--- src/rtl/tsbw_pkg.sv ---
`timescale 1ns/1ps
package tsbw_pkg;
  typedef enum logic [2:0] {
    W_IDLE, W_LOOK, W_TREQ, W_TRSP, W_DREQ, W_DRSP
  } walk_st_t;

  function automatic logic [63:0] flip_bytes(input logic [63:0] w);
    logic [63:0] r;
    for (int b = 0; b < 8; b++) r[8*b +: 8] = w[8*(7-b) +: 8];
    return r;
  endfunction
endpackage

--- src/rtl/tsbw_tag_match.sv ---
`timescale 1ns/1ps
module tsbw_tag_match #(
  parameter int VA_LO = 22,
  parameter int INV_BIT = 62
) (
  input  logic             tag_inv,
  input  logic [63-VA_LO:0] tag_va,
  input  logic [63:0]      va,
  output logic             hit
);
  assign hit = !tag_inv && (tag_va == va[63:VA_LO]);
endmodule

--- src/rtl/tsbw_pa_build.sv ---
`timescale 1ns/1ps
module tsbw_pa_build #(
  parameter int PG_BASE = 13,
  parameter int PG_STEP = 3,
  parameter int PA_HI = 39,
  parameter int NCODES = 6
) (
  input  logic [2:0]             code,
  input  logic [PA_HI:PG_BASE]   frame,
  input  logic [63:0]            va,
  output logic [63:0]            pa,
  output logic                   legal
);
  logic [6:0]  sh;
  logic [63:0] off_mask;
  logic [63:0] frame_full;

  always_comb begin
    legal      = ({29'd0, code} < 32'(NCODES));
    sh         = 7'(PG_BASE) + 7'(PG_STEP) * {4'd0, code};
    off_mask   = (64'd1 << sh) - 64'd1;
    frame_full = 64'(frame) << PG_BASE;
    pa         = (frame_full & ~off_mask) | (va & off_mask);
  end
endmodule

--- src/rtl/tsb_probe_walker.sv ---
`timescale 1ns/1ps
module tsb_probe_walker
  import tsbw_pkg::*;
#(
  parameter int NPROBE = 4,
  parameter int CTX_W = 16,
  parameter int AMASK_W = 32,
  parameter int WORD_BYTES = 8
) (
  input  logic                 clk,
  input  logic                 rst,
  input  logic                 req_valid,
  output logic                 req_ready,
  input  logic [63:0]          req_vaddr,
  input  logic                 req_hpriv,
  input  logic                 req_amask,
  input  logic                 req_ctx_zero,
  input  logic [CTX_W-1:0]     req_pri_ctx,
  output logic [63:0]          lkup_va,
  output logic [CTX_W-1:0]     lkup_ctx,
  input  logic                 dtlb_hit,
  input  logic [63:0]          dtlb_pte,
  input  logic                 itlb_hit,
  input  logic [63:0]          itlb_pte,
  input  logic [64*NPROBE-1:0] tsb_ptrs,
  output logic                 mem_rd_valid,
  input  logic                 mem_rd_ready,
  output logic [63:0]          mem_rd_addr,
  input  logic                 mem_rsp_valid,
  input  logic [63:0]          mem_rsp_data,
  output logic                 resp_valid,
  output logic [63:0]          resp_paddr,
  output logic                 resp_found,
  output logic                 resp_err
);
  localparam int PIDX_W = (NPROBE > 1) ? $clog2(NPROBE) : 1;
  localparam logic [PIDX_W-1:0] LAST_PROBE = PIDX_W'(NPROBE - 1);

  walk_st_t          st;
  logic [63:0]       va_q;
  logic [CTX_W-1:0]  ctx_q;
  logic [PIDX_W-1:0] probe_q;
  logic [63:0]       ptr_q [NPROBE];
  logic [63:0]       ptr_in [NPROBE];

  for (genvar k = 0; k < NPROBE; k++) begin : g_ptr
    assign ptr_in[k] = tsb_ptrs[64*k +: 64];
  end

  logic [63:0] rsp_word;
  logic [63:0] pte_mux;
  logic        tag_hit;
  logic [63:0] pa_built;
  logic        pa_legal;

  assign rsp_word = flip_bytes(mem_rsp_data);
  assign pte_mux  = (st == W_DRSP) ? rsp_word : (dtlb_hit ? dtlb_pte : itlb_pte);

  tsbw_tag_match #(.VA_LO(22), .INV_BIT(62)) u_tag (
    .tag_inv (rsp_word[62]),
    .tag_va  (rsp_word[41:0]),
    .va      (va_q),
    .hit     (tag_hit)
  );

  tsbw_pa_build #(.PG_BASE(13), .PG_STEP(3), .PA_HI(39), .NCODES(6)) u_pa (
    .code  ({pte_mux[48], pte_mux[62:61]}),
    .frame (pte_mux[39:13]),
    .va    (va_q),
    .pa    (pa_built),
    .legal (pa_legal)
  );

  assign req_ready    = (st == W_IDLE);
  assign lkup_va      = va_q;
  assign lkup_ctx     = ctx_q;
  assign mem_rd_valid = (st == W_TREQ) || (st == W_DREQ);
  assign mem_rd_addr  = ptr_q[probe_q] + ((st == W_DREQ) ? 64'(WORD_BYTES) : 64'd0);

  always_ff @(posedge clk) begin
    if (rst) begin
      st         <= W_IDLE;
      va_q       <= '0;
      ctx_q      <= '0;
      probe_q    <= '0;
      resp_valid <= 1'b0;
      resp_paddr <= '0;
      resp_found <= 1'b0;
      resp_err   <= 1'b0;
      for (int k = 0; k < NPROBE; k++) ptr_q[k] <= '0;
    end else begin
      resp_valid <= 1'b0;
      unique case (st)
        W_IDLE: if (req_valid) begin
          if (req_hpriv) begin
            resp_valid <= 1'b1;
            resp_paddr <= req_vaddr;
            resp_found <= 1'b1;
            resp_err   <= 1'b0;
          end else begin
            va_q  <= req_amask ? {{(64-AMASK_W){1'b0}}, req_vaddr[AMASK_W-1:0]} : req_vaddr;
            ctx_q <= req_ctx_zero ? '0 : req_pri_ctx;
            st    <= W_LOOK;
          end
        end
        W_LOOK: begin
          for (int k = 0; k < NPROBE; k++) ptr_q[k] <= ptr_in[k];
          probe_q <= '0;
          if (dtlb_hit || itlb_hit) begin
            resp_valid <= 1'b1;
            resp_paddr <= pa_legal ? pa_built : 64'd0;
            resp_found <= pa_legal;
            resp_err   <= !pa_legal;
            st         <= W_IDLE;
          end else begin
            st <= W_TREQ;
          end
        end
        W_TREQ: if (mem_rd_ready) st <= W_TRSP;
        W_TRSP: if (mem_rsp_valid) begin
          if (tag_hit) begin
            st <= W_DREQ;
          end else if (probe_q == LAST_PROBE) begin
            resp_valid <= 1'b1;
            resp_paddr <= 64'd0;
            resp_found <= 1'b0;
            resp_err   <= 1'b1;
            st         <= W_IDLE;
          end else begin
            probe_q <= probe_q + 1'b1;
            st      <= W_TREQ;
          end
        end
        W_DREQ: if (mem_rd_ready) st <= W_DRSP;
        W_DRSP: if (mem_rsp_valid) begin
          resp_valid <= 1'b1;
          resp_paddr <= pa_legal ? pa_built : 64'd0;
          resp_found <= pa_legal;
          resp_err   <= !pa_legal;
          st         <= W_IDLE;
        end
        default: st <= W_IDLE;
      endcase
    end
  end

  p_hpriv_pass_r1: assert property (@(posedge clk) disable iff (rst)
    (req_ready && req_valid && req_hpriv) |=>
      (resp_valid && resp_found && !resp_err && resp_paddr == $past(req_vaddr)));

  p_amask_clear_r2: assert property (@(posedge clk) disable iff (rst)
    (req_ready && req_valid && !req_hpriv && req_amask) |=> (lkup_va[63:AMASK_W] == '0));

  p_ctx_zero_r3: assert property (@(posedge clk) disable iff (rst)
    (req_ready && req_valid && !req_hpriv && req_ctx_zero) |=> (lkup_ctx == '0));

  p_idle_no_read_r4: assert property (@(posedge clk) disable iff (rst)
    req_ready |-> !mem_rd_valid);

  p_found_xor_err_r9: assert property (@(posedge clk) disable iff (rst)
    resp_valid |-> (resp_found ^ resp_err));

  p_busy_no_ready_r11: assert property (@(posedge clk) disable iff (rst)
    mem_rd_valid |-> !req_ready);

  p_read_hold_r12: assert property (@(posedge clk) disable iff (rst)
    (mem_rd_valid && !mem_rd_ready) |=> (mem_rd_valid && $stable(mem_rd_addr)));
endmodule

--- config.mk ---
export PLATFORM = sky130hd
export DESIGN_NAME = tsb_probe_walker
export DESIGN_NICKNAME = d
export VERILOG_FILES = /design/src/rtl/tsbw_pkg.sv /design/src/rtl/tsbw_tag_match.sv /design/src/rtl/tsbw_pa_build.sv /design/src/rtl/tsb_probe_walker.sv
export SDC_FILE = /design/constraint.sdc
export NUM_CORES = 1
export LEC_CHECK = 0
export BUFFER_PORTS_ARGS = -buffer_cell sky130_fd_sc_hd__buf_2
export CAP_MARGIN = 25
export CORE_AREA = 2 2 295 297
export CTS_BUF_LIST = sky130_fd_sc_hd__clkbuf_8 sky130_fd_sc_hd__clkbuf_16
export DETAILED_ROUTE_END_ITERATION = 12
export DIE_AREA = 0 0 297 299
export PLACE_DENSITY_LB_ADDON = 0.25
export REMOVE_ABC_BUFFERS = 1
export SYNTH_ARGS = -nofsm -noshare
export SYNTH_HDL_FRONTEND = slang
export SYNTH_SLANG_ARGS = --single-unit
--- constraint.sdc ---
create_clock -name clk -period 5.49 [get_ports clk]
set_clock_uncertainty 0.1 [all_clocks]
set_input_delay 0 -clock clk [delete_from_list [all_inputs] [get_ports clk]]
set_output_delay 0 -clock clk [all_outputs]
set_load 0.02 [all_outputs]
==> run_results.csv <==
group,metric,value,unit
worst_setup_path,crit_fanout,29,
worst_setup_path,path_class,"reg2reg",
worst_setup_path,cp_common_cell,"a211oi_1",
synthesis,ys_seq_area_share,50.52,%
sta,max_slew_margin,29.37,%
synthesis,synth_top_area_cell,"edfxtp_1",
synthesis,yosys.area.top_type_share,36.06,%
detailed_routing,wl_per_cell,20.80,um
synthesis,yosys-top-cells-area,"edfxtp_1 (36%), dfxtp_1 (14%), and2_1 (7.8%)",
sta,setup_ws,0.3403,ns
pwr,peakVddDrop,0.2351,mV
sta,rsz0062_at_grt,"false",
worst_setup_path,crit_arrival,5.47,ns
final_layout,drive_above_1_share,29.36,%
worst_setup_path,path_buf_inv,3,
detailed_routing,post-route-drc-count,0,
final_layout,syn_to_final_growth,48.91,%
global_route,grt_max_degree,250,
global_route,grt_usage,18.90,%
clocking,cts_buffers,51,
floorplan,io_pins,751,
placement,post-dp-hpwl,63160,um
clocking,clk_latency,0.61,ns
synthesis,netlist_area,21320,um^2
global_route,grt_pass1_vias,20100,
floorplan,core,85940,um^2
synthesis,postSynthCellCount,1957,
sta,fin_crit_sh,93.80,%
synthesis,synth_flop_cell,"edfxtp_1",
worst_setup_path,crit_path_start_kind,"flop",
detailed_routing,vias_per_cell,4.676,
clocking,clk_path_buf_depth,3,
sta,slew_violations,0,
global_route,grt_pass1_wl,127400,um
synthesis,syn_area_per_cell,10.89,um^2
detailed_routing,drt-initial-drc-count,1429,
worst_setup_path,crit_chain,"and3b_1 > buf_4 > a21oi_2 > nor2_2 > inv_2 > fa_1 > nor2b_1 > or3_1 > nor2_1 > nand3_1 > ha_1 > nor3_1 > a31oi_1 > o31ai_1 > a2111oi_0 > dlygate4sd3_1 > a211oi_1 > a211oi_1",
worst_setup_path,cp_slowest_stage_delay,0.59,ns
placement,port_buffers,663,
global_route,gr-total-overflow,0,
sta,setup_tns,0,ns
placement,place.gp.congestion,1.003,
job,maxCapViolCount,0,
final_layout,nets,3544,
synthesis,ys_seq_elements,410,
clocking,path_clk_slew,0.06,ns
clocking,tritoncts,"done",
detailed_routing,first_pass_iters,6,
sta,post-route-min-period,5.150,ns
synthesis,yosysWarnings,0,
floorplan,die_y,299,um
pwr,cellPowerDensity,317.4,nW/um^2
clocking,root_buffer,"clkbuf_16",
sta,tightest_slew,1.057,ns
sta,hold_viol,0,
floorplan,start_util,24.81,%
worst_setup_path,cp_top_family,"simple AND/OR/NAND/NOR gates",
synthesis,synth-edff-count,256,
floorplan,die_w,297,um
sta,timing.hold.ws,0.03304,ns
clocking,postCtsSetupBuffers,0,
sta,fmax,0.1942,GHz
floorplan,dieArea,88800,um^2
worst_setup_path,end_kind,"flop",
synthesis,ys_types,99,
pwr,p_leak,13.22,nW
clocking,cts.sinks,410,
placement,dp_slack,0.7835,ns
synthesis,async_flop_share,0,%
global_route,antenna_found_initial,4,
sta,setup_viol,0,
detailed_routing,wl,87230,um
detailed_routing,vias,19610,
clocking,hold_buffers,425,
detailed_routing,detail-route-antenna-nets,0,
clocking,postCtsResizedCells,0,
placement,place_area,25790,um^2
run_status,status,"completed",
worst_setup_path,cpMaxStageDelayCell,"dlygate4sd3_1",
final_layout,final_area,31750,um^2
floorplan,rows,108,
clocking,cts_max_level,2,
final_layout,fillers,8576,
hold_path,hold_class,"in2reg",
worst_setup_path,required,5.81,ns
-- state kept, by name (all words and copies together) (netlist names), named ones only --
register and count:
lkup_ctx 16, lkup_va 64, probe_q 2, ptr_q 256
resp_err 1, resp_found 1, resp_paddr 64, resp_valid 1
st 3
-- synth_stat cells (3+ instances only) --
master     instances
and2_1           267
edfxtp_1         256
nand2_1          210
dfxtp_1          154
nor2_1           120
a21oi_1          114
clkbuf_1         108
xor2_1            72
mux4_2            59
nand3b_1          55
a211oi_1          49
nand3_1           39
mux2i_1           38
xnor2_1           38
o21ai_0           31
and3_1            20
buf_2             18
nor3_1            18
inv_1             17
nand4_1           17
a22oi_1           16
a32oi_1           16
o211ai_1          16
nor4_1            14
ha_1              12
nand2b_1          11
a311oi_1           9
a31oi_1            9
and4_1             9
a2111oi_0          7
or3_1              7
nor2_2             6
nor2b_1            6
buf_1              5
mux2_1             5
mux4_1             5
buf_4              4
nand3_2            4
a221o_1            3
a221oi_1           3
buf_12             3
inv_2              3
o221ai_1           3
o31ai_1            3
or2_2              3
-- power by group --
group | total (mW) | internal [mW] | switching [mW] | leakage [nW]
sequential | 4.02 | 3.83 | 0.195 | 3.97
combinational | 2.67 | 1.04 | 1.63 | 8.37
clock | 3.38 | 1.96 | 1.41 | 0.878
-- cells in the final DEF (no fill, tap or decap), drive strengths merged, types with 16 or more instances in the layout --
cell type and count:
and3 22, xnor2 38, nand2 212, a32oi 17
mux2i 39, xor2 72, and2 267, edfxtp 256
a21oi 116, dfxtp 154, o21ai 34, clkbuf 55
nor3 22, mux4 64, a22oi 16, clkinv 19
nand3 44, dlygate4sd3 425, nand4 18, nor2 128
inv 37, a211oi 49, nand3b 55, o211ai 17
buf 700
-- area by class of cell --
| class | instances | area [um^2] | share of cell area (%) |
|---|---|---|---|
| Clock buffer | 55 | 1343 | 4.229 |
| Clock inverter | 41 | 349.1 | 1.100 |
| Antenna cell | 3 | 7.507 | 0.02365 |
| Inverter | 20 | 75.07 | 0.2365 |
| Sequential cell | 410 | 10780 | 33.95 |
| Multi-Input combinational cell | 1384 | 9848 | 31.02 |
| Tap cell | 1155 | 1445 | 4.552 |
| Timing Repair Buffer | 1125 | 7903 | 24.89 |
-- path summary, 6_finish.rpt --
kind	to	cells after the start	slack [ns]	from
hold reg to reg	resp_paddr[50]$_SDFFE_PP0P_	2	0.37	resp_paddr[50]$_SDFFE_PP0P_
setup reg to reg	resp_paddr[22]$_SDFFE_PP0P_	18	0.34	st[2]$_SDFFE_PP0P_
setup / recovery	resp_paddr[22]$_SDFFE_PP0P_	18	0.34	st[2]$_SDFFE_PP0P_
hold / removal	resp_paddr[18]$_SDFFE_PP0P_	7	0.03	itlb_pte[18]
-- routing by layer --
layer / vias up / wire [um] / track usage [%]
met4: 0 / 3083 / 6.578
met2: 815 / 44540 / 34.42
met5: - / 0 / 0
met3: 150 / 6139 / 4.420
li1: 9174 / - / -
met1: 9468 / 33470 / 21.57
-- metrics by stage --
stage          std cells  util [%]  power, mW
3_3_place_gp        3669     30.01      6.479
6_report            4193     36.94      10.08
5_1_grt             4191     36.94      10.54
3_5_place_dp        3669     30.01      6.521
4_1_cts             4190     36.93      10.19
2_1_floorplan       1814         -      5.502
-- cells by family (layout without fill, tap and decap cells) --
group           after synthesis  in the layout  synth area share, %
compound gates              314            314                10.08
mux                         112            112                9.208
buf+inv                     163           1241                3.451
fa+ha+maj                    14             14               0.8920
flops                       410            410                50.52
simple gates                834            834                21.33
xor+xnor                    110            110                4.519
other cells                   0              3                    0
-- worst register-to-register path: cells and delay by family, from the launching register on --
family	cells	cell delay, ns
compound gates	6	0.92
fa+ha+maj	2	0.89
buf+inv	3	1.08
flops	1	0.42
simple gates	7	1.55
Note: power is estimated with default switching activity, not from simulation.
